==> config.mk <==
export PLATFORM = sky130hd
export DESIGN_NAME = optsel_window
export DESIGN_NICKNAME = d
export VERILOG_FILES = /design/src/rtl/optsel_pkg.sv /design/src/rtl/optsel_regs.sv /design/src/rtl/win_decode.sv /design/src/rtl/optsel_window.sv
export SDC_FILE = /design/constraint.sdc
export NUM_CORES = 1
export LEC_CHECK = 0
export CAP_MARGIN = 20
export CORE_AREA = 3 3 55 83
export DETAILED_ROUTE_END_ITERATION = 12
export DIE_AREA = 0 0 58 86
export PLACE_DENSITY = 0.7
export RECOVER_POWER = 100
export SYNTH_ARGS = -nofsm -noshare
export SYNTH_HDL_FRONTEND = slang
export SYNTH_HIERARCHICAL = 1
export SYNTH_SLANG_ARGS = --single-unit
==> constraint.sdc <==
create_clock -name clk -period 2.6 [get_ports clk]
set_input_delay 0.39 -clock clk [delete_from_list [all_inputs] [get_ports clk]]
set_output_delay 0.39 -clock clk [all_outputs]
set_load 0.03 [all_outputs]
==> src/rtl/optsel_pkg.sv <==
package optsel_pkg;
  localparam int NUM_REGION = 6;
  localparam int RG_RAM     = 0;
  localparam int RG_PROM    = 1;
  localparam int RG_RSVD    = 2;
  localparam int RG_HOLD    = 3;
  localparam int RG_CTRL    = 4;
  localparam int RG_CMD     = 5;

  localparam logic [2:0] OFS_ID_LO = 3'd0;
  localparam logic [2:0] OFS_ID_HI = 3'd1;
  localparam logic [2:0] OFS_ENA   = 3'd2;
  localparam logic [2:0] OFS_BASE  = 3'd3;
  localparam logic [2:0] OFS_IRQ   = 3'd4;

  localparam int ENA_CARD_BIT = 0;
  localparam int ENA_ROMOFF_BIT = 1;
endpackage

==> src/rtl/optsel_regs.sv <==
module optsel_regs
  import optsel_pkg::*;
#(
  parameter int          BASE_W = 6,
  parameter int          IRQ_W  = 4,
  parameter logic [7:0]  ID_LO  = 8'hFD,
  parameter logic [7:0]  ID_HI  = 8'h6A
) (
  input  logic              clk,
  input  logic              rst_n,
  input  logic              io_cs,
  input  logic              io_wr,
  input  logic [2:0]        io_addr,
  input  logic [7:0]        io_wdata,
  output logic [7:0]        io_rdata,
  output logic [1:0]        ena_q,
  output logic [BASE_W-1:0] base_q,
  output logic [IRQ_W-1:0]  irq_q
);
  logic              wr_ena, wr_base, wr_irq;
  logic [1:0]        ena_d;
  logic [BASE_W-1:0] base_d;
  logic [IRQ_W-1:0]  irq_d;

  always_comb begin
    wr_ena  = io_cs && io_wr && (io_addr == OFS_ENA);
    wr_base = io_cs && io_wr && (io_addr == OFS_BASE);
    wr_irq  = io_cs && io_wr && (io_addr == OFS_IRQ);
    ena_d   = io_wdata[1:0];
    base_d  = io_wdata[BASE_W-1:0];
    irq_d   = io_wdata[IRQ_W-1:0];
  end

  always_ff @(posedge clk or negedge rst_n) begin
    if (!rst_n) begin
      ena_q  <= '0;
      base_q <= '0;
      irq_q  <= '0;
    end else begin
      if (wr_ena)  ena_q  <= ena_d;
      if (wr_base) base_q <= base_d;
      if (wr_irq)  irq_q  <= irq_d;
    end
  end

  always_comb begin
    io_rdata = 8'h00;
    unique case (io_addr)
      OFS_ID_LO: io_rdata = ID_LO;
      OFS_ID_HI: io_rdata = ID_HI;
      OFS_ENA:   io_rdata[1:0] = ena_q;
      OFS_BASE:  io_rdata[BASE_W-1:0] = base_q;
      OFS_IRQ:   io_rdata[IRQ_W-1:0] = irq_q;
      default:   io_rdata = 8'h00;
    endcase
  end
endmodule

==> src/rtl/win_decode.sv <==
module win_decode
  import optsel_pkg::*;
#(
  parameter int ADDR_W   = 20,
  parameter int WIN_LOG2 = 14
) (
  input  logic                       card_on,
  input  logic [ADDR_W-WIN_LOG2-1:0] base,
  input  logic [ADDR_W-1:0]          mem_addr,
  output logic [NUM_REGION-1:0]      win_sel,
  output logic [WIN_LOG2-1:0]        win_off,
  output logic                       fix_en,
  output logic [7:0]                 fix_data
);
  localparam int OFF_W  = WIN_LOG2;
  localparam int WIN_SZ = 1 << WIN_LOG2;
  localparam logic [OFF_W-1:0] PROM_LO = OFF_W'(WIN_SZ - 64);
  localparam logic [OFF_W-1:0] RSVD_LO = OFF_W'(WIN_SZ - 32);
  localparam logic [OFF_W-1:0] BRG_LO  = OFF_W'(WIN_SZ - 16);
  localparam logic [OFF_W-1:0] CTRL_AT = OFF_W'(WIN_SZ - 14);
  localparam logic [OFF_W-1:0] CMD_AT  = OFF_W'(WIN_SZ - 13);
  localparam logic [OFF_W-1:0] TAIL_LO = OFF_W'(WIN_SZ - 12);

  logic             hit;
  logic [OFF_W-1:0] off;
  logic [OFF_W-1:0] prom_rel;

  always_comb begin
    off      = mem_addr[OFF_W-1:0];
    hit      = card_on && (mem_addr[ADDR_W-1:OFF_W] == base);
    prom_rel = off - PROM_LO;
    win_sel  = '0;
    win_off  = '0;
    fix_en   = 1'b0;
    fix_data = 8'h00;
    if (hit) begin
      if (off < PROM_LO) begin
        win_sel[RG_RAM] = 1'b1;
        win_off         = off;
      end else if (off < RSVD_LO) begin
        if (off[0]) begin
          fix_en   = 1'b1;
          fix_data = 8'hFF;
        end else begin
          win_sel[RG_PROM] = 1'b1;
          win_off          = prom_rel >> 1;
        end
      end else if (off < BRG_LO || off >= TAIL_LO) begin
        win_sel[RG_RSVD] = 1'b1;
        fix_en           = 1'b1;
        win_off          = off - RSVD_LO;
      end else if (off == CTRL_AT) begin
        win_sel[RG_CTRL] = 1'b1;
      end else if (off == CMD_AT) begin
        win_sel[RG_CMD] = 1'b1;
      end else begin
        win_sel[RG_HOLD] = 1'b1;
        win_off          = {{(OFF_W-1){1'b0}}, off[0]};
      end
    end
  end
endmodule

==> src/rtl/optsel_window.sv <==
module optsel_window
  import optsel_pkg::*;
#(
  parameter int         ADDR_W   = 20,
  parameter int         WIN_LOG2 = 14,
  parameter int         IRQ_W    = 4,
  parameter logic [7:0] ID_LO    = 8'hFD,
  parameter logic [7:0] ID_HI    = 8'h6A
) (
  input  logic                  clk,
  input  logic                  rst_n,
  input  logic                  io_cs,
  input  logic                  io_wr,
  input  logic [2:0]            io_addr,
  input  logic [7:0]            io_wdata,
  output logic [7:0]            io_rdata,
  input  logic [ADDR_W-1:0]     mem_addr,
  output logic                  card_on,
  output logic                  boot_rom_on,
  output logic [IRQ_W-1:0]      irq_sel,
  output logic [NUM_REGION-1:0] win_sel,
  output logic [WIN_LOG2-1:0]   win_off,
  output logic                  fix_en,
  output logic [7:0]            fix_data
);
  localparam int BASE_W = ADDR_W - WIN_LOG2;

  logic [1:0]        ena_q;
  logic [BASE_W-1:0] base_q;

  optsel_regs #(
    .BASE_W(BASE_W), .IRQ_W(IRQ_W), .ID_LO(ID_LO), .ID_HI(ID_HI)
  ) u_regs (
    .clk(clk), .rst_n(rst_n), .io_cs(io_cs), .io_wr(io_wr),
    .io_addr(io_addr), .io_wdata(io_wdata), .io_rdata(io_rdata),
    .ena_q(ena_q), .base_q(base_q), .irq_q(irq_sel)
  );

  assign card_on     = ena_q[ENA_CARD_BIT];
  assign boot_rom_on = ~ena_q[ENA_ROMOFF_BIT];

  win_decode #(.ADDR_W(ADDR_W), .WIN_LOG2(WIN_LOG2)) u_dec (
    .card_on(card_on), .base(base_q), .mem_addr(mem_addr),
    .win_sel(win_sel), .win_off(win_off),
    .fix_en(fix_en), .fix_data(fix_data)
  );
endmodule

# == After elaboration in Yosys (flattened, before gate mapping) ==
# Index checks and enable logic that the tools add are counted.
# word_totals
output_inout_bits,43
reg_bits,12
input_bits,35
# classes
eq_ne,7
mux,32
n_lt_le_gt_ge,4
reduce_logical,7
n_bitwise,1
n_addsub,2
# ops
op,count
14-bit two-way mux,5
14-bit < comparator (second input constant),3
8-bit two-way mux,4
14-bit equality test (second input constant),2
14-bit subtractor (second input constant),2
14-bit greater-or-equal comparator (second input constant),1
1-bit two-way mux,14
13-bit two-way mux,1
2-bit case mux with 5 select lines,1
2-bit case mux with 4 select lines,1
3-bit by 2-bit equality test with 1-bit output (second input constant),2
6-bit equality test,1
6-bit two-way mux,1
2-bit case mux with 3 select lines,1
1-bit logical AND,5
5-bit two-way mux,1
4-bit two-way mux,1
2-bit case mux with 2 select lines,1
3-bit by 1-bit equality test with 1-bit output (second input constant),1
3-bit equality test (second input constant),1
3-bit zero test,1
3-bit two-way mux,1
1-bit logical OR,1
1-bit NOT,1

# == Depth between registers and ports, before layout ==
# Gate-level depths: netlist of run 1.
# logic_depth
word_depth,7
ltp_mapped,6

# == Cells and area by module ==
# Netlist of run 1, hierarchy kept.
# modules_own_cells
module,instances,cells_each,area_per_inst_um2,seq_area_each_um2
optsel_regs,1,55,661.9,300.3
win_decode,1,81,571.8,0.0
optsel_window,1,1,3.8,0.0

# == Least setup slack after synthesis of run 1 ==
# Ideal clock, no wire load.
# synth_timing
path_type,input to output
startpoint,input port mem_addr[6]
endpoint,output port fix_data[1]
path_stages,6
arrival_ps,2303
required_time_ps,2210
slack_ps,-93
cell_sequence,ha_1 -> nand4_1 -> or2_1 -> buf_2 -> nor4b_2 -> buf_4
# synth_via
elab_chain_len,4
word_cells_on_any_way,5
cone_classes,order compare: 2; mux: 3
# synth_rtl
item,line_no,source
"start, declared",optsel_window.sv:17,"input logic [ADDR_W-1:0] mem_addr,"
14-bit < comparator,win_decode.sv:40,end else if (off < RSVD_LO) begin
8-bit two-way mux,win_decode.sv:40,
8-bit two-way mux *,win_decode.sv:37,if (off < PROM_LO) begin
8-bit two-way mux *,win_decode.sv:36,if (hit) begin
"end, declared",optsel_window.sv:24,output logic [7:0] fix_data
# Mark *: on every way between the ends. The rest lies on a longest branch, timed or not.

# == Worst setup path in the final report of run 1 ==
# layout_timing
startpoint,input port mem_addr[11]
endpoint,output port win_off[0]
# layout_via
elab_chain_len,7
word_cells_on_any_way,13
cone_classes,order compare: 4; eq/ne: 2; mux: 6; reduce/logical: 1
# layout_rtl
item,line_no,source
branches (longest 5 deep; another with 14-bit < comparator),n/a,
14-bit two-way mux *,win_decode.sv:37,
14-bit two-way mux *,win_decode.sv:36,
"end, declared",optsel_window.sv:22,"output logic [WIN_LOG2-1:0] win_off,"
# Every way passes the cells marked *.

==> flow_metrics.py, run 1 <==
metrics = {
    "route": {
        "viasPerCell": 4.971,
        "drt-wirelength-per-cell_um": 14.85,
        "drtIter0Drc": 46,
        "drtAntennaViolNets": 0,
        "totalWireLength_um": 4158,
        "route.vias.total": 1392,
        "first_pass_iters": 4,
        "drc": 0,
    },
    "worst_setup_path": {
        "worst_ep_arrival_time_ns": 2.16,
        "crit_family": "buffers and inverters",
        "worstSetupPathType": "primary input to primary output",
        "worst-path-max-fanout": 4,
        "critical_path_buf_inv_count": 3,
        "required_ns": 2.21,
        "max_stage_delay_ns": 0.51,
        "path_cells": "clkdlybuf4s50_1, nand3_1, or2_1, buf_6, or3_1, a21oi_1, clkbuf_2",
        "critPathSlowestCell": "clkdlybuf4s50_1",
        "crit_path_end_kind": "primary output",
        "startpoint_type": "primary input",
    },
    "layout": {
        "drive_gt1_frac": 0.3830,
        "nets": 274,
        "area_growth_pct": 76.95,
        "n_antenna_cell": 0,
    },
    "power": {
        "netSwitchingFraction": 0.3498,
        "ir_worst_vdd_uv": 344.9,
        "power_mw": 0.7972,
        "p_comb_frac": 0.451,
        "power_density_nw_per_um2": 364.1,
        "power_frac_seq": 0.340,
        "p_int_mw": 0.5183,
        "p_leak_nw": 1.015,
        "clock_power_share": 0.209,
        "switchingPower_mw": 0.2789,
    },
    "synth": {
        "synth_edf_count": 0,
        "ys_ff_latch": 12,
        "syn-num-nets": 174,
        "syn_area_um2": 1237,
        "yosys-top-cells-area": "dfrtp_1, mux2_2, buf_4",
        "yosysWarnings": 6,
        "ys_types": 46,
        "syn_inst": 137,
        "synth_area_per_cell_um2": 9.032,
        "synth_top_area_cell": "dfrtp_1",
        "async_reset_ff_frac": 1.000,
        "synth_flop_cell": "dfrtp_1",
        "yosysSeqAreaShare": 0.2427,
        "synth_top_cell_area_share": 0.2427,
    },
    "clock_tree": {
        "cts_sinks": 12,
        "h-tree-depth": 1,
        "cts_root_buf": "clkbuf_8",
        "clkTransAtPathRegs_ns": 0.05,
        "clk_path_buf_depth": 2,
        "clk_latency_ns": 0.24,
        "cts_buffers": 3,
        "cts_tree": "done",
    },
    "timing": {
        "finalSetupTns_ns": 0,
        "hold_viol": 0,
        "drv_slew": 0,
        "setup_violations": 0,
        "period_share": 0.9806,
        "max_freq_mhz": 392.2,
        "fin_skew_ns": 0,
        "tightest_slew_ns": 0.9421,
        "finalCriticalPeriod_ns": 2.549,
        "max_slew_margin": 0.3661,
    },
    "floorplanning": {
        "core_um2": 3924,
        "die_w_um": 58,
        "start_util": 0.3154,
        "die_h_um": 86,
        "rows": 28,
        "fp.dieArea_um2": 4988,
        "ios": 78,
    },
    "worst_hold_path": {
        "holdCritPathClass": "flip-flop to flip-flop",
    },
    "global_routing": {
        "grt_max_degree": 19,
        "grt_antenna_before_repair": 0,
        "gr-total-overflow": 0,
        "gr-usage-all-layers": 0.1597,
        "grt_pass1_vias": 1408,
        "grt_pass1_wl_um": 6272,
    },
    "place": {
        "gp_congestion": 0.7913,
        "dpl.hpwl_um": 3224,
        "portBuffers": 75,
    },
    "flow_run": {
        "maxCapViolCount": 0,
    },
    "outcome": {
        "outcome": "finished clean",
    },
}
## flip-flops by register name, indices dropped and copies added (netlist names)
register / flops
u_regs/ena_q: 2
u_regs/base_q: 6
u_regs/irq_q: 4
## what timing repair did
item                       in CTS  in global routing
hold buffers                    0                  0
pin swaps                       3                 10
setup endpoints to repair      10                 20
cloned                          0                  1
resized for setup               6                 18
setup buffers                   2                  6
## per-layer routing
| layer | routed length (um) | global-route usage | part of all wire |
|---|---|---|---|
| met3 | 384 | 0.04669 | 0.092 |
| met4 | 65 | 0.05907 | 0.016 |
| met1 | 1511 | 0.1665 | 0.36 |
| met2 | 2197 | 0.2932 | 0.53 |
| met5 | 0 | 0 | 0 |
## Yosys cell counts (2+ instances only)
library cell and number:
o21ai_1 3, xnor2_1 6, dfrtp_1 12, buf_6 3, nor2b_1 3, ha_1 2, nor2_1 13, mux2i_1 2
nor3b_1 3, mux2_2 12, inv_1 4, nand3_1 5, nor4b_2 2, and2_1 3, nor4_2 3, or2_1 2
buf_4 8, nand4_1 2, nor3b_2 2, o21ai_0 3, buf_2 3, a21boi_0 2, nor3_1 3, a21oi_1 7
nand2_1 8
## cells by family after synthesis
kind of cell,synth area share
XOR/XNOR,0.04247
adder cells (fa/ha/maj),0.02022
flip-flops,0.2427
multiplexers,0.1254
AO/OA/AOI/OAI,0.1213
buffers and inverters,0.1031
AND/OR/NAND/NOR,0.3448
## power groups by stage
stage,combinational [mW],sequential (mW),clock [mW]
6_report,0.359,0.271,0.167
5_1_grt,0.387,0.279,0.178
4_1_cts,0.375,0.274,0.172
3_5_place_dp,0.372,0.277,0
3_3_place_gp,0.367,0.275,0
2_1_floorplan,0.167,0.300,0
## path summary, 6_finish.rpt
check,cells past startpoint,slack [ns],startpoint,end
max,7,0.05,mem_addr[11],win_off[0]
min,1,0.52,u_regs/irq_q[3],u_regs/irq_q[3]
max reg2reg,1,1.80,u_regs/base_q[0],u_regs/base_q[0]
min reg2reg,1,0.52,u_regs/irq_q[3],u_regs/irq_q[3]
max in group asynchronous,1,1.63,rst_n,u_regs/ena_q[0]
min in group asynchronous,1,0.59,rst_n,u_regs/irq_q[1]
## area by class of cell
class                   count  area [um2]
clock buffers               3       41.29
multi-input cells         106       782.0
flip-flops and latches     12       300.3
well taps                  45       56.30
repair buffers            110       994.7
fillers                   373        1734
inverters                   4       15.01
## stage by stage
| stage | setup slack [ns] | hold WS (ns) | util | cells | area (um2) |
|---|---|---|---|---|---|
| 2_1_floorplan | 0.1935 | 0.09441 | - | 137 | 1246 |
| 3_3_place_gp | -0.07347 | 0.5279 | 0.5316 | 268 | 2086 |
| 3_5_place_dp | -0.1063 | 0.5298 | 0.5316 | 268 | 2086 |
| 4_1_cts | -0.01896 | 0.5418 | 0.5488 | 273 | 2153 |
| 5_1_grt | -0.01725 | 0.5598 | 0.5580 | 280 | 2190 |
| 6_report | 0.05056 | 0.5211 | 0.5580 | 280 | 2190 |
## cells in the final DEF (no fill, tap or decap), types with 2 or more instances in the layout
master and instances:
a21oi_1 7, nor2_1 13, dlygate4sd3_1 10, nand2_1 8, clkdlybuf4s50_1 26, dlygate4sd2_1 2
inv_1 4, dlymetal6s2s_1 7, nor3b_1 3, nor2b_1 3, buf_12 3, clkbuf_8 3
clkbuf_2 15, nor3b_2 2, nor4_1 2, o21ai_0 3, dfrtp_1 12, mux2i_1 2
nand4_1 2, and2_0 3, nand3_1 5, mux2_2 11, a21boi_0 2, clkbuf_1 3
nor4_2 3, buf_6 10, buf_4 32, o21ai_1 3, xnor2_1 6, nor3_1 4
Note: power is estimated with default switching activity, not from simulation.
==> run 2, diff against run 1 <==
- HOLD_SLACK_MARGIN: default -> 0.05
==> results of run 2 <==
No change in the layout: final DEF, timing and power equal those of run 1.
==> run 3, diff against run 2 <==
- SLEW_MARGIN: default -> 20
==> results of run 3 <==
No change in the layout: final DEF, timing and power equal those of run 1.
